### config.mk
export PLATFORM = sky130hd
export DESIGN_NAME = gpio_port_regs
export DESIGN_NICKNAME = d
export VERILOG_FILES = /design/src/rtl/gpio_port_pkg.sv /design/src/rtl/gpio_addr_decode.sv /design/src/rtl/gpio_out_latch.sv /design/src/rtl/gpio_read_mux.sv /design/src/rtl/gpio_port_regs.sv
export SDC_FILE = /design/constraint.sdc
export NUM_CORES = 1
export LEC_CHECK = 0
export BUFFER_PORTS_ARGS = -buffer_cell sky130_fd_sc_hd__buf_2
export CORE_ASPECT_RATIO = 1.25
export CORE_MARGIN = 1.5
export CORE_UTILIZATION = 55
export CTS_CLUSTER_SIZE = 14
export DETAILED_ROUTE_END_ITERATION = 12
export PLACE_DENSITY = 0.79
export SYNTH_ARGS = -nofsm -noshare
export SYNTH_HDL_FRONTEND = slang
export SYNTH_SLANG_ARGS = --single-unit
### constraint.sdc
create_clock -name clk -period 1.87 [get_ports clk]
set_input_delay 0.4675 -clock clk [delete_from_list [all_inputs] [get_ports clk]]
set_output_delay 0.4675 -clock clk [all_outputs]
set_load 0.03 [all_outputs]
### src/rtl/gpio_port_pkg.sv
package gpio_port_pkg;
  localparam int unsigned NREGS = 12;

  typedef enum logic [3:0] {
    RI_MODE   = 4'd0,
    RI_OTYPE  = 4'd1,
    RI_SLEW   = 4'd2,
    RI_PULL   = 4'd3,
    RI_PIN_IN = 4'd4,
    RI_OUT    = 4'd5,
    RI_SETCLR = 4'd6,
    RI_LOCK   = 4'd7,
    RI_ALT_LO = 4'd8,
    RI_ALT_HI = 4'd9,
    RI_CLR    = 4'd10,
    RI_ANALOG = 4'd11
  } reg_idx_e;
endpackage

### src/rtl/gpio_addr_decode.sv
module gpio_addr_decode #(
  parameter int unsigned AW    = 10,
  parameter int unsigned NREGS = 12
) (
  input  logic [AW-1:0]    addr,
  output logic [NREGS-1:0] sel,
  output logic             hit
);
  localparam int unsigned IW = AW - 2;

  logic aligned;
  assign aligned = (addr[1:0] == 2'b00);

  for (genvar i = 0; i < NREGS; i++) begin : g_sel
    assign sel[i] = aligned && (addr[AW-1:2] == IW'(i));
  end

  assign hit = |sel;
endmodule

### src/rtl/gpio_out_latch.sv
module gpio_out_latch #(
  parameter int unsigned PINS = 16
) (
  input  logic              clk,
  input  logic              rst_n,
  input  logic              wr_direct,
  input  logic              wr_setclr,
  input  logic              wr_clr,
  input  logic [2*PINS-1:0] wdata,
  output logic [PINS-1:0]   level
);
  logic [PINS-1:0] set_m, clr_m, nxt;

  assign set_m = wdata[PINS-1:0];
  assign clr_m = wdata[2*PINS-1:PINS];

  always_comb begin
    nxt = level;
    if (wr_direct)      nxt = set_m;
    else if (wr_setclr) nxt = (level & ~clr_m) | set_m;
    else if (wr_clr)    nxt = level & ~set_m;
  end

  always_ff @(posedge clk or negedge rst_n) begin
    if (!rst_n) level <= '0;
    else        level <= nxt;
  end

  AST_SET_WINS: assert property (@(posedge clk) disable iff (!rst_n)
    wr_setclr |=> ((level & $past(set_m)) == $past(set_m)));
  AST_CLR_APPLIED: assert property (@(posedge clk) disable iff (!rst_n)
    wr_setclr |=> ((level & $past(clr_m) & ~$past(set_m)) == '0));
  AST_CLR_ONLY: assert property (@(posedge clk) disable iff (!rst_n)
    wr_clr |=> ((level & $past(set_m)) == '0));
endmodule

### src/rtl/gpio_read_mux.sv
module gpio_read_mux #(
  parameter int unsigned W = 32,
  parameter int unsigned N = 12
) (
  input  logic [N-1:0]        sel,
  input  logic [N-1:0][W-1:0] words,
  output logic [W-1:0]        rd
);
  always_comb begin
    rd = '0;
    for (int i = 0; i < N; i++) begin
      if (sel[i]) rd = rd | words[i];
    end
  end
endmodule

### src/rtl/gpio_port_regs.sv
module gpio_port_regs
  import gpio_port_pkg::*;
#(
  parameter int unsigned       PINS      = 16,
  parameter int unsigned       AW        = 10,
  parameter logic [2*PINS-1:0] MODE_RST  = '0,
  parameter logic [2*PINS-1:0] SLEW_RST  = '0,
  parameter logic [2*PINS-1:0] PULL_RST  = '0
) (
  input  logic              clk,
  input  logic              rst_n,
  input  logic [AW-1:0]     bus_addr,
  input  logic              bus_we,
  input  logic [2*PINS-1:0] bus_wdata,
  input  logic              bus_re,
  output logic [2*PINS-1:0] bus_rdata,
  output logic              bus_err,
  input  logic [PINS-1:0]   pin_level,
  output logic [2*PINS-1:0] mode_cfg,
  output logic [PINS-1:0]   otype_cfg,
  output logic [2*PINS-1:0] slew_cfg,
  output logic [2*PINS-1:0] pull_cfg,
  output logic [PINS-1:0]   out_level,
  output logic              contention_stb,
  output logic              resolve_stb
);
  localparam int unsigned W = 2 * PINS;

  logic [NREGS-1:0]        sel;
  logic                    hit;
  logic [NREGS-1:0]        wr;
  logic [PINS-1:0]         lock_q, analog_q;
  logic [W-1:0]            alt_lo_q, alt_hi_q;
  logic [NREGS-1:0][W-1:0] words;
  logic [W-1:0]            rd_nxt;

  gpio_addr_decode #(.AW(AW), .NREGS(NREGS)) u_dec (
    .addr(bus_addr), .sel(sel), .hit(hit)
  );

  assign wr = sel & {NREGS{bus_we}};

  always_ff @(posedge clk or negedge rst_n) begin
    if (!rst_n) begin
      mode_cfg  <= MODE_RST;
      slew_cfg  <= SLEW_RST;
      pull_cfg  <= PULL_RST;
      otype_cfg <= '0;
      lock_q    <= '0;
      analog_q  <= '0;
      alt_lo_q  <= '0;
      alt_hi_q  <= '0;
    end else begin
      if (wr[RI_MODE])   mode_cfg  <= bus_wdata;
      if (wr[RI_SLEW])   slew_cfg  <= bus_wdata;
      if (wr[RI_PULL])   pull_cfg  <= bus_wdata;
      if (wr[RI_OTYPE])  otype_cfg <= bus_wdata[PINS-1:0];
      if (wr[RI_LOCK])   lock_q    <= bus_wdata[PINS-1:0];
      if (wr[RI_ANALOG]) analog_q  <= bus_wdata[PINS-1:0];
      if (wr[RI_ALT_LO]) alt_lo_q  <= bus_wdata;
      if (wr[RI_ALT_HI]) alt_hi_q  <= bus_wdata;
    end
  end

  gpio_out_latch #(.PINS(PINS)) u_out (
    .clk(clk), .rst_n(rst_n),
    .wr_direct(wr[RI_OUT]), .wr_setclr(wr[RI_SETCLR]), .wr_clr(wr[RI_CLR]),
    .wdata(bus_wdata), .level(out_level)
  );

  always_comb begin
    words             = '0;
    words[RI_MODE]    = mode_cfg;
    words[RI_OTYPE]   = {{PINS{1'b0}}, otype_cfg};
    words[RI_SLEW]    = slew_cfg;
    words[RI_PULL]    = pull_cfg;
    words[RI_PIN_IN]  = {{PINS{1'b0}}, pin_level};
    words[RI_OUT]     = {{PINS{1'b0}}, out_level};
    words[RI_LOCK]    = {{PINS{1'b0}}, lock_q};
    words[RI_ALT_LO]  = alt_lo_q;
    words[RI_ALT_HI]  = alt_hi_q;
    words[RI_ANALOG]  = {{PINS{1'b0}}, analog_q};
  end

  gpio_read_mux #(.W(W), .N(NREGS)) u_rmux (
    .sel(sel), .words(words), .rd(rd_nxt)
  );

  always_ff @(posedge clk or negedge rst_n) begin
    if (!rst_n) begin
      bus_rdata      <= '0;
      bus_err        <= 1'b0;
      contention_stb <= 1'b0;
      resolve_stb    <= 1'b0;
    end else begin
      if (bus_re) bus_rdata <= rd_nxt;
      bus_err        <= (bus_re | bus_we) & ~hit;
      contention_stb <= wr[RI_MODE] | wr[RI_OTYPE];
      resolve_stb    <= wr[RI_PULL] | wr[RI_OUT] | wr[RI_SETCLR] | wr[RI_CLR];
    end
  end

  AST_WO_READS_ZERO: assert property (@(posedge clk) disable iff (!rst_n)
    bus_re && (sel[RI_SETCLR] || sel[RI_CLR]) |=> (bus_rdata == '0));
  AST_HALF_WORDS: assert property (@(posedge clk) disable iff (!rst_n)
    bus_re && (sel[RI_OTYPE] || sel[RI_OUT] || sel[RI_LOCK] || sel[RI_ANALOG])
    |=> (bus_rdata[W-1:PINS] == '0));
  AST_MISS_ERR: assert property (@(posedge clk) disable iff (!rst_n)
    (bus_re || bus_we) && !hit |=> bus_err);
  AST_MISS_RD_ZERO: assert property (@(posedge clk) disable iff (!rst_n)
    bus_re && !hit |=> (bus_rdata == '0));
  AST_MODE_HOLD: assert property (@(posedge clk) disable iff (!rst_n)
    !(bus_we && sel[RI_MODE]) |=> $stable(mode_cfg));
  AST_CONTENTION_STB: assert property (@(posedge clk) disable iff (!rst_n)
    bus_we && (sel[RI_MODE] || sel[RI_OTYPE]) |=> contention_stb);
  AST_RESOLVE_STB: assert property (@(posedge clk) disable iff (!rst_n)
    bus_we && (sel[RI_PULL] || sel[RI_OUT] || sel[RI_SETCLR] || sel[RI_CLR])
    |=> resolve_stb);
  AST_IDR_NO_WRITE: assert property (@(posedge clk) disable iff (!rst_n)
    bus_we && sel[RI_PIN_IN] |=> !resolve_stb && !contention_stb);
endmodule

==> flow_metrics.env <==
export IMPL_sequentialPowerShare=0.468
export IMPL_placed_cells=1468
export IMPL_io_pins=225
export IMPL_row_count=60
export IMPL_yosys_area_share_simple=0.05488
export IMPL_antenna_found_initial=1
export IMPL_tightestPinTransition_ns=0.4928
export IMPL_synth_flop_cell="dfrtp_1"
export IMPL_drcViolationCount=0
export IMPL_avgRoutedWirePerCell_um=24.43
export IMPL_clk_pin_slew_ns=0.06
export IMPL_dieArea_mm2=0.02262
export IMPL_flow_area_growth_from_synthesis_pct=27.87
export IMPL_die_h_um=167.8
export IMPL_clock_latency_ns=0.53
export IMPL_period_share=1.015
export IMPL_synth_largest_area_cell="dfrtp_1"
export IMPL_critical_path_startpoint="bus_addr[8]"
export IMPL_drt_antenna_violating_nets=0
export IMPL_ir_worst_vdd_mv=0.7523
export IMPL_cts_tree="done"
export IMPL_crit_type="input port to flop"
export IMPL_io_buffers=224
export IMPL_routabilityCongestion=0.9343
export IMPL_drive_above_1_share=0.5068
export IMPL_synthArstFlopShare=1.000
export IMPL_rr_startpoint="otype_cfg[11]"
export IMPL_dr_wl_met3_mm=2.880
export IMPL_reg2reg_depth=5
export IMPL_grt_overflow=0
export IMPL_core_mm2=0.02140
export IMPL_synthAdderAreaFrac=0
export IMPL_synth_xor_area_share=0.0007331
export IMPL_netlist_area_mm2=0.01195
export IMPL_synth_top_area_share=0.5425
export IMPL_synth_top_family_by_area="multiplexers"
export IMPL_vias_per_cell=6.219
export IMPL_path_max_fanout=10
export IMPL_cts_root_buffer="clkbuf_16"
export IMPL_ys_top_cells_by_area="dfrtp_1 (54%), mux2_2 (19%), mux2i_1 (6.1%), a221o_1 (1.3%), mux2_4 (1.3%)"
export IMPL_post_route_util=0.7140
export IMPL_grt_usage=0.3217
export IMPL_reg2reg_slack_ns=0.28
export IMPL_start_util=0.5584
export IMPL_outcome="finished with violations"
export IMPL_period_needed_ns=1.898
export IMPL_ys_ff_latch=259
export IMPL_met2WireLength_mm=18.75
export IMPL_crit_required_ns=2.28
export IMPL_critical_path_startpoint_type="input port"
export IMPL_synth_compound_area_frac=0.09457
export IMPL_dp_hpwl_mm=25.32
export IMPL_setup_viol=24
export IMPL_synth_nets=991
export IMPL_netSwitchingFraction=0.2456
export IMPL_ys_seq_area_frac=0.5425
export IMPL_cts_sinks=259
export IMPL_end_kind="flop"
export IMPL_grt_max_degree=71
export IMPL_cts_made_buffers=26
export IMPL_relSlewSlack=0.6703
export IMPL_violations="setup timing"
export IMPL_clockBufferDepth=3
export IMPL_arrival_ns=2.31
export IMPL_stdcell_count=1525
export IMPL_skew_ns=0.008742
export IMPL_p_per_area_mw_per_mm2=811.5
export IMPL_reg2reg_to="bus_rdata[11]"
export IMPL_crit_end="lock_q[12]"
export IMPL_yosys_warnings=0
export IMPL_nNetsFinal=1287
export IMPL_cts_htree_levels=1
export IMPL_pwr_share_comb=0.093
export IMPL_synthMuxAreaShare=0.2717
export IMPL_drt_iter0_drc=958
export IMPL_wirelength_met1_mm=14.34
export IMPL_hold_viol=0
export IMPL_hold_path_class="input port to flop"
export IMPL_grt_pass1_vias=9591
export IMPL_syn_area_per_cell_um2=12.86
export IMPL_synth_commonest_cells="dfrtp_1 (259), mux2_2 (200), mux2i_1 (73), clkbuf_1 (39), nor2_1 (38)"
export IMPL_ys_types=55
export IMPL_synth_edf_count=0
export IMPL_drv_cap=0
export IMPL_max_freq_mhz=526.9
export IMPL_slew_viol_final=0
export IMPL_synth_most_common_cell="dfrtp_1"
export IMPL_switchingPower_w=0.003044
export IMPL_drt_pass1_iterations=5
export IMPL_p_int_w=0.009352
export IMPL_setup_ws_ns=-0.02775
export IMPL_via_count=9484
export IMPL_leakagePower_nw=8.007
export IMPL_grt_pass1_wl_mm=55.57
export IMPL_top_layer_used="met4"
export IMPL_syn_inst=929
export IMPL_wl_mm=37.25
export IMPL_die_w_um=134.8
export IMPL_rsz0062_at_grt="yes"
export IMPL_clkPwrFrac=0.440
export IMPL_fin_hold_ws_ns=0.2795
power by group through the flow:
stage | logic (W) | registers, W | clock network [W]
4_1_cts | 0.00114 | 0.00579 | 0.00548
3_5_place_dp | 0.00112 | 0.00590 | 0
2_1_floorplan | 0.000393 | 0.00604 | 0
3_3_place_gp | 0.00110 | 0.00589 | 0
6_report | 0.00115 | 0.00580 | 0.00545
5_1_grt | 0.00122 | 0.00580 | 0.00573
logic make-up after synthesis:
group,count (synthesis)
mux,289
flops,259
compound gates,151
simple gates,128
buf+inv,101
xor+xnor,1
cells in the final DEF (no fill, tap or decap), types with 4 or more instances in the layout:
| cell | synthesis | layout |
|---|---|---|
| dfrtp_1 | 259 | 259 |
| buf_2 | 15 | 221 |
| mux2_2 | 200 | 200 |
| buf_4 | 1 | 92 |
| mux2i_1 | 73 | 73 |
| nor2_1 | 38 | 37 |
| nand2_1 | 34 | 32 |
| clkbuf_16 | 0 | 29 |
| o22ai_1 | 20 | 20 |
| a31oi_1 | 20 | 20 |
| inv_1 | 20 | 20 |
| a22oi_1 | 18 | 18 |
| a21oi_1 | 17 | 17 |
| a2111oi_0 | 16 | 16 |
| a221o_1 | 16 | 16 |
| buf_6 | 3 | 15 |
| buf_12 | 0 | 15 |
| mux2_4 | 10 | 12 |
| o22a_1 | 11 | 11 |
| nor3_1 | 11 | 10 |
| nand3_1 | 6 | 6 |
| o21ai_0 | 7 | 6 |
| clkbuf_1 | 39 | 6 |
| nand2b_1 | 5 | 5 |
| nor3_4 | 3 | 5 |
| a222oi_1 | 5 | 5 |
| nor2b_1 | 4 | 4 |
| nand4_1 | 4 | 4 |
| nand2_2 | 2 | 4 |
| or3_1 | 5 | 4 |
| o31ai_1 | 4 | 4 |
| mux4_2 | 4 | 4 |
| clkbuf_8 | 0 | 4 |
what timing repair did:
item | in CTS | in global routing
buffers inserted | 0 | 3
cloned | 2 | 3
hold buffers | 1 | 0
pin swaps | 7 | 12
gates resized for setup | 12 | 15
hold endpoints to repair | 36 | 0
endpoints found under the setup margin | 173 | 83
critical path: stages:
cell    delay, ns
buf_6        0.09
or4_4        0.56
or2_4        0.34
or3_4        0.38
buf_12       0.17
mux2_4       0.30
area by class of cell:
type	instances	area (µm²)
Sequential cell	259	6481
Fill cell	1452	6120
Multi-Input combinational cell	570	5125
Timing Repair Buffer	347	2341
Clock buffer	37	753.2
Tap cell	279	349.1
Clock inverter	11	145.1
Inverter	21	78.83
Antenna cell	1	2.502
worst min path at each step:
stage / depth (start not counted) / end / slack (ns) / start
after floorplan: 0 / alt_hi_q[0] / 0.17 / rst_n
after global routing: 2 / mode_cfg[21] / 0.30 / bus_wdata[21]
after detailed placement: 1 / pull_cfg[10] / 0.39 / rst_n
after CTS: 3 / bus_rdata[15] / 0.26 / pin_level[15]
after global placement: 1 / alt_hi_q[1] / 0.39 / rst_n
final: 3 / bus_rdata[15] / 0.28 / pin_level[15]
flip-flops by register name, summed over array words and instances (netlist names):
| signal | count |
|---|---|
| alt_hi_q | 32 |
| alt_lo_q | 32 |
| analog_q | 16 |
| bus_err | 1 |
| bus_rdata | 32 |
| contention_stb | 1 |
| lock_q | 16 |
| mode_cfg | 32 |
| otype_cfg | 16 |
| pull_cfg | 32 |
| resolve_stb | 1 |
| slew_cfg | 32 |
| u_out.level | 16 |
metrics by stage:
step           instance area (µm²)  setup TNS (ns)  setup WS (ns)  total power (W)
2_1_floorplan                12100          -80.84        -0.5305         0.006437
3_3_place_gp                 14200         -135.94        -0.6605         0.006998
3_5_place_dp                 14200         -140.72        -0.7094         0.007019
4_1_cts                      15150        -0.08338       -0.01473          0.01241
5_1_grt                      15280         -0.1532       -0.01774          0.01275
6_report                     15280         -0.2991       -0.02775          0.01240
layer usage:
layer,up-vias,track usage
li1,4041,-
met1,4881,0.4232
met2,478,0.5414
met3,84,0.04998
met4,0,0.1178
met5,-,0
Power figures use the tool's default switching activity.
